File: src/rtl/dual_addr_ctl.sv
`timescale 1ns/1ps
module dual_addr_ctl #(
  parameter int ADDR_W   = 12,
  parameter int DIGITS   = 4,
  parameter int SCAN_DIV = 1000
) (
  input  logic              clk,
  input  logic              rst_n,
  input  logic              step,
  input  logic              run,
  input  logic              up_sw,
  input  logic              dn_sw,
  input  logic              final_btn,
  input  logic              zero_btn,
  output logic [ADDR_W-1:0] addr,
  output logic              match,
  output logic [6:0]        seg,
  output logic [DIGITS-1:0] dig_en
);

  localparam int BW     = 4 * DIGITS;
  localparam int SCAN_W = (DIGITS > 1) ? $clog2(DIGITS) : 1;
  localparam int PRE_W  = $clog2(SCAN_DIV + 1);
  localparam logic [ADDR_W-1:0] ADDR_MAX = '1;

  function automatic logic [BW-1:0] to_bcd(input longint unsigned v);
    logic [BW-1:0] r;
    longint unsigned t;
    r = '0;
    t = v;
    for (int i = 0; i < DIGITS; i++) begin
      r[4*i +: 4] = 4'(t % 10);
      t = t / 10;
    end
    return r;
  endfunction

  localparam logic [BW-1:0] BCD_MAX = to_bcd((longint'(1) << ADDR_W) - 1);

  function automatic logic [BW-1:0] bcd_next(input logic [BW-1:0] v, input logic up);
    logic [BW-1:0] r;
    logic [3:0]    d;
    logic          cy;
    r  = v;
    cy = 1'b1;
    for (int i = 0; i < DIGITS; i++) begin
      d = r[4*i +: 4];
      if (cy) begin
        if (up) begin
          if (d == 4'd9) d = 4'd0;
          else begin d = d + 4'd1; cy = 1'b0; end
        end else begin
          if (d == 4'd0) d = 4'd9;
          else begin d = d - 4'd1; cy = 1'b0; end
        end
      end
      r[4*i +: 4] = d;
    end
    return r;
  endfunction

  logic [ADDR_W-1:0] addr_q;
  logic [BW-1:0]     bcd_q;
  logic [BW-1:0]     fin_q;
  logic              up_q;
  logic              fmode_q;
  logic              btn_q;
  logic [PRE_W-1:0]  pre_q;
  logic [SCAN_W-1:0] scan_q;

  logic addr_step, fin_step, stopped;
  assign stopped   = ~run;
  assign addr_step = run & step & ~fmode_q;
  assign fin_step  = stopped & step & fmode_q;

  always_ff @(posedge clk) begin
    if (!rst_n) begin
      up_q    <= 1'b1;
      fmode_q <= 1'b0;
      btn_q   <= 1'b0;
    end else begin
      btn_q <= final_btn;
      if (up_sw && !dn_sw)      up_q <= 1'b1;
      else if (dn_sw && !up_sw) up_q <= 1'b0;
      if (stopped && final_btn && !btn_q) fmode_q <= ~fmode_q;
    end
  end

  always_ff @(posedge clk) begin
    if (!rst_n) begin
      addr_q <= '0;
      bcd_q  <= '0;
    end else if (stopped && zero_btn) begin
      addr_q <= '0;
      bcd_q  <= '0;
    end else if (addr_step) begin
      if (up_q) begin
        addr_q <= addr_q + 1'b1;
        bcd_q  <= (addr_q == ADDR_MAX) ? '0 : bcd_next(bcd_q, 1'b1);
      end else begin
        addr_q <= addr_q - 1'b1;
        bcd_q  <= (addr_q == '0) ? BCD_MAX : bcd_next(bcd_q, 1'b0);
      end
    end
  end

  always_ff @(posedge clk) begin
    if (!rst_n)        fin_q <= '0;
    else if (fin_step) fin_q <= bcd_next(fin_q, up_q);
  end

  always_ff @(posedge clk) begin
    if (!rst_n) begin
      pre_q  <= '0;
      scan_q <= '0;
    end else if (pre_q == PRE_W'(SCAN_DIV - 1)) begin
      pre_q  <= '0;
      scan_q <= (scan_q == SCAN_W'(DIGITS - 1)) ? '0 : scan_q + 1'b1;
    end else begin
      pre_q <= pre_q + 1'b1;
    end
  end

  logic [BW-1:0] shown;
  logic [3:0]    cur_dig;
  assign shown   = fmode_q ? fin_q : bcd_q;
  assign cur_dig = shown[4*int'(scan_q) +: 4];

  always_comb begin
    case (cur_dig)
      4'd0: seg = 7'h3F;
      4'd1: seg = 7'h06;
      4'd2: seg = 7'h5B;
      4'd3: seg = 7'h4F;
      4'd4: seg = 7'h66;
      4'd5: seg = 7'h6D;
      4'd6: seg = 7'h7D;
      4'd7: seg = 7'h07;
      4'd8: seg = 7'h7F;
      4'd9: seg = 7'h6F;
      default: seg = 7'h00;
    endcase
  end

  assign dig_en = DIGITS'(1) << scan_q;
  assign addr   = addr_q;
  assign match  = (bcd_q == fin_q);

endmodule

File: config.mk
export PLATFORM = sky130hd
export DESIGN_NAME = dual_addr_ctl
export DESIGN_NICKNAME = d
export VERILOG_FILES = /design/src/rtl/dual_addr_ctl.sv
export SDC_FILE = /design/constraint.sdc
export NUM_CORES = 1
export LEC_CHECK = 0
export BUFFER_PORTS_ARGS = -buffer_cell sky130_fd_sc_hd__buf_2
export CORE_ASPECT_RATIO = 0.75
export CORE_MARGIN = 1.5
export CORE_UTILIZATION = 63
export DETAILED_ROUTE_END_ITERATION = 10
export PLACE_DENSITY = 0.83
export SYNTH_ARGS = -nofsm -noshare
export SYNTH_HDL_FRONTEND = slang
export SYNTH_SLANG_ARGS = --single-unit
File: constraint.sdc
create_clock -name clk -period 7.46 [get_ports clk]
set_input_delay 0 -clock clk [delete_from_list [all_inputs] [get_ports clk]]
set_output_delay 0 -clock clk [all_outputs]
set_load 0.01 [all_outputs]
======== Yosys cells after proc, flatten, opt, wreduce, memory -nomap -nowiden ========
Memory sizes are Yosys's and may differ from the RTL's.
Cells that the tools add are included.
word-level totals
  bits in registers ....................... 59
  ROM bits ................................ 112
  bits of input ports ..................... 8
  word-level logic and storage cells ...... 171
  memories kept ........................... 1
cells by class
  $add $sub $neg .......................... 20
  equality and inequality tests ........... 15
  shift operators ......................... 2
  mux-type cells .......................... 83
  bitwise operators ....................... 7
  reduce and logical (&&, ||, !) cells .... 29
memory list
  memory            words  bits a word  read ports  clocked after Yosys merged registers in  write ports  RTL line  RTL
  (name not given)  16     7            1           0                                        0            130       case (cur_dig)
operator list
  operator                                               count
  2-to-1 mux 4 bit                                       26
  2-to-1 mux 16 bit                                      4
  2-to-1 mux 1 bit                                       51
  adder 4 x 1 -> 4 bit, second input constant            8
  equality test 4 bit, second input constant             8
  zero test 4 bit                                        8
  subtractor 4 x 1 -> 4 bit, second input constant       8
  equality test 16 bit                                   1
  indexed part select 16 x 5 -> 4 bit                    1
  adder 12 x 1 -> 12 bit, second input constant          1
  equality test 12 bit, second input constant            1
  zero test 12 bit                                       1
  2-to-1 mux 12 bit                                      1
  subtractor 12 x 1 -> 12 bit, second input constant     1
  adder 10 x 1 -> 10 bit, second input constant          1
  equality test 10 bit, second input constant            1
  inequality test 3 x 1 -> 1 bit, second input constant  3
  AND reduction 3 bit                                    3
  nonzero test 3 bit                                     3
  AND reduction 2 bit                                    3
  OR reduction 2 bit                                     3
  logical AND 1 bit                                      5
  AND 1 bit                                              4
  left shift 1 x 2 -> 4 bit, first input constant        1
  5 further kinds                                        9

======== Longest topological paths before layout ========
  depth after elaboration ................. 19
  gate-level depth with buffers ........... 10
  mapped depth without buffers ............ 8

======== Least setup slack after synthesis ========
OpenSTA, ideal clock, no wires.
  path type ............................... flip-flop to flip-flop
  from .................................... reg up_q
  to ...................................... reg addr_q[11], in the netlist addr[11]
  arrival time ............................ 2.868 ns
  data required time ...................... 7.388 ns
  setup slack ............................. 4.521 ns
  cell stages (with the launch flop) ...... 11
  buffers on the path ..................... 2
  path through ............................ dfxtp_1 > clkbuf_8 > clkbuf_1 > clkinv_1 > ha_1 > o211ai_1 > o21ai_0 > a31oi_1 > o31a_1 > o21ai_0 > mux2i_1
on the way
  longest elaborated chain between the ends .. 1
RTL lines
  item                      RTL line  RTL
  start: declaration        65        logic up_q;
  start signal: assignment  78        up_q <= 1'b1;
  start signal: assignment  83        if (up_sw && !dn_sw) up_q <= 1'b1;
  start signal: assignment  84        else if (dn_sw && !up_sw) up_q <= 1'b0;
  2-to-1 mux 12 bit         97        if (up_q) begin
  end signal: assignment    98        addr_q <= addr_q + 1'b1;
  end signal: assignment    101       addr_q <= addr_q - 1'b1;
  end: declaration          62        logic [ADDR_W-1:0] addr_q;
Every way passes these cells.
A chain may end at the register's enable or synchronous reset.

======== Final worst setup path ========
  from .................................... reg up_q
  to ...................................... reg addr_q[8], in the netlist addr[8]
The elaborated chain is that of the path after synthesis.

==> flow_metrics.tcl <==
set metrics [dict create \
    routed_wirelength_um 11280 \
    die_width_um 103.7 \
    via_count 4553 \
    setup_viol 0 \
    r2r_cells 9 \
    slew_viol_final 0 \
    grt_pass1_wl_um 19120 \
    hold_path.startpoint "run" \
    die_h_um 78.53 \
    path_cells "buf_4 -> clkinv_1 -> ha_1 -> nor2b_1 -> o31a_1 -> o41ai_1 -> xnor2_1 -> nand2_1 -> a21oi_1" \
    placement.io_buffers 31 \
    yosys.area_share.simple 0.2230 \
    clkLatencyLatePin_ns 0.35 \
    synth_xor_area_frac 0.07493 \
    synth_cells 608 \
    slowest_delay_ns 0.62 \
    fillers 615 \
    dieArea_um2 8144 \
    cp-startpoint "up_q$_SDFFE_PP1P_" \
    path_clk_slew_ns 0.08 \
    cp.arrival_ns 3.73 \
    grt_max_degree 54 \
    post-dp-hpwl_um 7848 \
    initial_core_util 0.6507 \
    syn_to_final_growth_pct 6.188 \
    antenna_found_initial 0 \
    routabilityCongestion 0.9730 \
    regArea_um2 1181 \
    clockRootBuffer "clkbuf_8" \
    fin_skew_ns 0.009728 \
    multi_input_area_um2 3296 \
    tightestPinTransition_ns 0.9919 \
    drt_iter0_markers 338 \
    drc 0 \
    clock_sinks 59 \
    vias_per_cell 6.324 \
    synth_top_family_by_area "compound AO/OA/AOI/OAI gates" \
    cp-end-kind "flop" \
    max_slew_margin 0.3363 \
    critical_path_depth 9 \
    synth-adder-area-share 0.09243 \
    min_period_over_period 0.4612 \
    hp-class "input pin to flop" \
    cts_tree "built" \
    drive_gt1_frac 0.1260 \
    r2r_start "up_q$_SDFFE_PP1P_" \
    nets 656 \
    htreeDepth 3 \
    start_kind "flop" \
    synth.avg_cell_area_um2 7.882 \
    timing.rr.end "addr[8]$_SDFFE_PP0P_" \
    grt_pass1_vias 4035 \
    maxCapViolations 0 \
    first_pass_iters 5 \
    antenna_cells 0 \
    grt-ovfl-total 0 \
    ys_async_sr_fraction 0 \
    synth_nets 650 \
    muxShareOfSynthArea 0.05875 \
    ir_drop_mv 0.1035 \
    numCtsBuffers 9 \
    antenna_left 0 \
    grt.total_usage 0.2860 \
    synth_compound_area_frac 0.2386 \
    synth_seq_cells 59 \
    core_um2 7365 \
    post_cts_buffers 0 \
    ys_types 72 \
    ys_warn_count 0 \
    critical-path-top-delay-family "buffers and inverters" \
    grt_setup_unrepaired "no" \
    tns_ns 0 \
    yosysSeqAreaShare 0.2465 \
    crit_path_max_fanout 53 \
    power_density_nw_per_um2 137.9 \
    outcome "complete, no violations" \
    ff2ff_setup_slack_ns 4.02 \
    synth_area_um2 4792 \
    period_minus_slack_ns 3.441 \
    rows 27 \
    wl_per_cell_um 15.67 \
    slowest_stage "clkinv_1" \
    fmax_mhz 290.6 \
    pin_count 32 \
    setup.worst_path.end "addr[8]$_SDFFE_PP0P_" \
    synth_edf_count 0 \
    synthFlopType "dfxtp_1" \
    whs_ns 0.04567 \
    path_buf_inv 2 \
    max-clock-path-buffers 2 \
    worstSetupPathType "flop to flop" \
    p_leak_nw 1.828 \
    required_ns 7.74 \
    hold_viol 0 \
]
[cells by family after synthesis]
| group | count (synthesis) |
|---|---|
| and+or+nand+nor | 216 |
| buffers and inverters | 69 |
| muxes | 18 |
| AOI/OAI and AO/OA | 170 |
| xor gates and xnor gates | 41 |
| adders and majority gates | 35 |
| DFF | 59 |
[power breakdown]
group          switching (W)  internal [W]  leakage, nW
logic              0.0000662     0.0000390         1.26
registers          0.0000107      0.000321        0.477
clock network       0.000144      0.000122       0.0896
total               0.000220      0.000481         1.83
[per-layer routing]
layer  global-route usage  wire length, um  part of all wire  vias up
li1                     -                -                 -     2211
met1               0.3924             5258              0.47     2136
met2               0.4520             5047              0.45      187
met3              0.05066              815             0.072       19
met4               0.1069              161             0.014        0
met5                    0                0                 0        -
[cells in the mapped netlist, drive strengths merged, types with 3 or more instances]
cell,count,share of area
ha,33,0.086
xnor2,33,0.060
a22oi,4,0.0063
o31ai,5,0.0078
buf,10,0.013
o31a,4,0.0073
nor3b,5,0.010
nand2,61,0.048
dfxtp,59,0.25
and2,6,0.0081
nand4b,3,0.0055
mux2i,9,0.019
a32o,3,0.0063
a31o,4,0.0073
nor2,63,0.051
clkbuf,32,0.031
o211ai,3,0.0076
a2111oi,4,0.011
a31oi,7,0.0091
nand3,17,0.018
a21oi,43,0.045
nor2b,5,0.0065
o32ai,4,0.0073
a21o,4,0.0068
a211oi,8,0.013
nor3,13,0.014
nand2b,5,0.0065
xor2,8,0.015
a311oi,6,0.011
mux4,8,0.038
o21ai,47,0.049
o22ai,5,0.0065
a221oi,3,0.0091
nand4,12,0.017
or3,4,0.0052
and3,7,0.0094
o21a,3,0.0047
nor4,7,0.0091
nand3b,4,0.0063
inv,25,0.020
[cell usage in the layout, fill, tap and decap left out, types with 11 or more instances in the layout]
cell     count
ha_1        33
dfxtp_1     59
buf_2       31
inv_1       25
o21ai_0     43
nor2_1      62
a21oi_1     43
xnor2_1     33
nand2_1     61
nor3_1      13
nand3_1     17
nand4_1     11
[sequential cells by signal (all words and copies together) (netlist names)]
name and cells:
pre_q 10, up_q 1, scan_q 2, fmode_q 1, addr 12, btn_q 1, bcd_q 16, fin_q 16
[worst min path at each step]
stage,to,slack (ns),cells past startpoint
2_1_floorplan,btn_q$_SDFF_PN0_,0.13,1
3_3_place_gp,btn_q$_SDFF_PN0_,0.22,2
3_5_place_dp,btn_q$_SDFF_PN0_,0.23,2
4_1_cts,fmode_q$_SDFFE_PN0P_,0.03,5
5_1_grt,fmode_q$_SDFFE_PN0P_,0.06,5
6_report,fmode_q$_SDFFE_PN0P_,0.05,5
[final cells by class]
type / count / share of cell area
clock buffers: 9 / 0.02434
clock inverters: 7 / 0.01033
inverters: 27 / 0.01992
multi-input cells: 480 / 0.6477
flip-flops and latches: 59 / 0.2321
well taps: 101 / 0.02483
repair buffers: 37 / 0.04082
[worst min-delay path, cell delays in order]
cell     delay [ns]
buf_2          0.11
nor2_1         0.05
nand2_1        0.06
xor2_1         0.06
nor2_1         0.07
[through the flow]
stage	instances	instance area, um2	setup WS, ns	total power, W	utilization
after detailed placement	701	4882	4.105	0.0004399	0.6629
after global routing	720	5089	3.671	0.0007330	0.6910
after CTS	720	5089	4.080	0.0007061	0.6910
after floorplan	608	4792	4.521	0.0004129	-
after global placement	701	4882	4.265	0.0004350	0.6629
final	720	5089	4.019	0.0007019	0.6910
[what timing repair did]
action | CTS | global route
hold buffers | 3 | 0
gates resized for setup | 0 | 0
hold endpoints to repair | 3 | 0
Power figures use the tool's default switching activity.
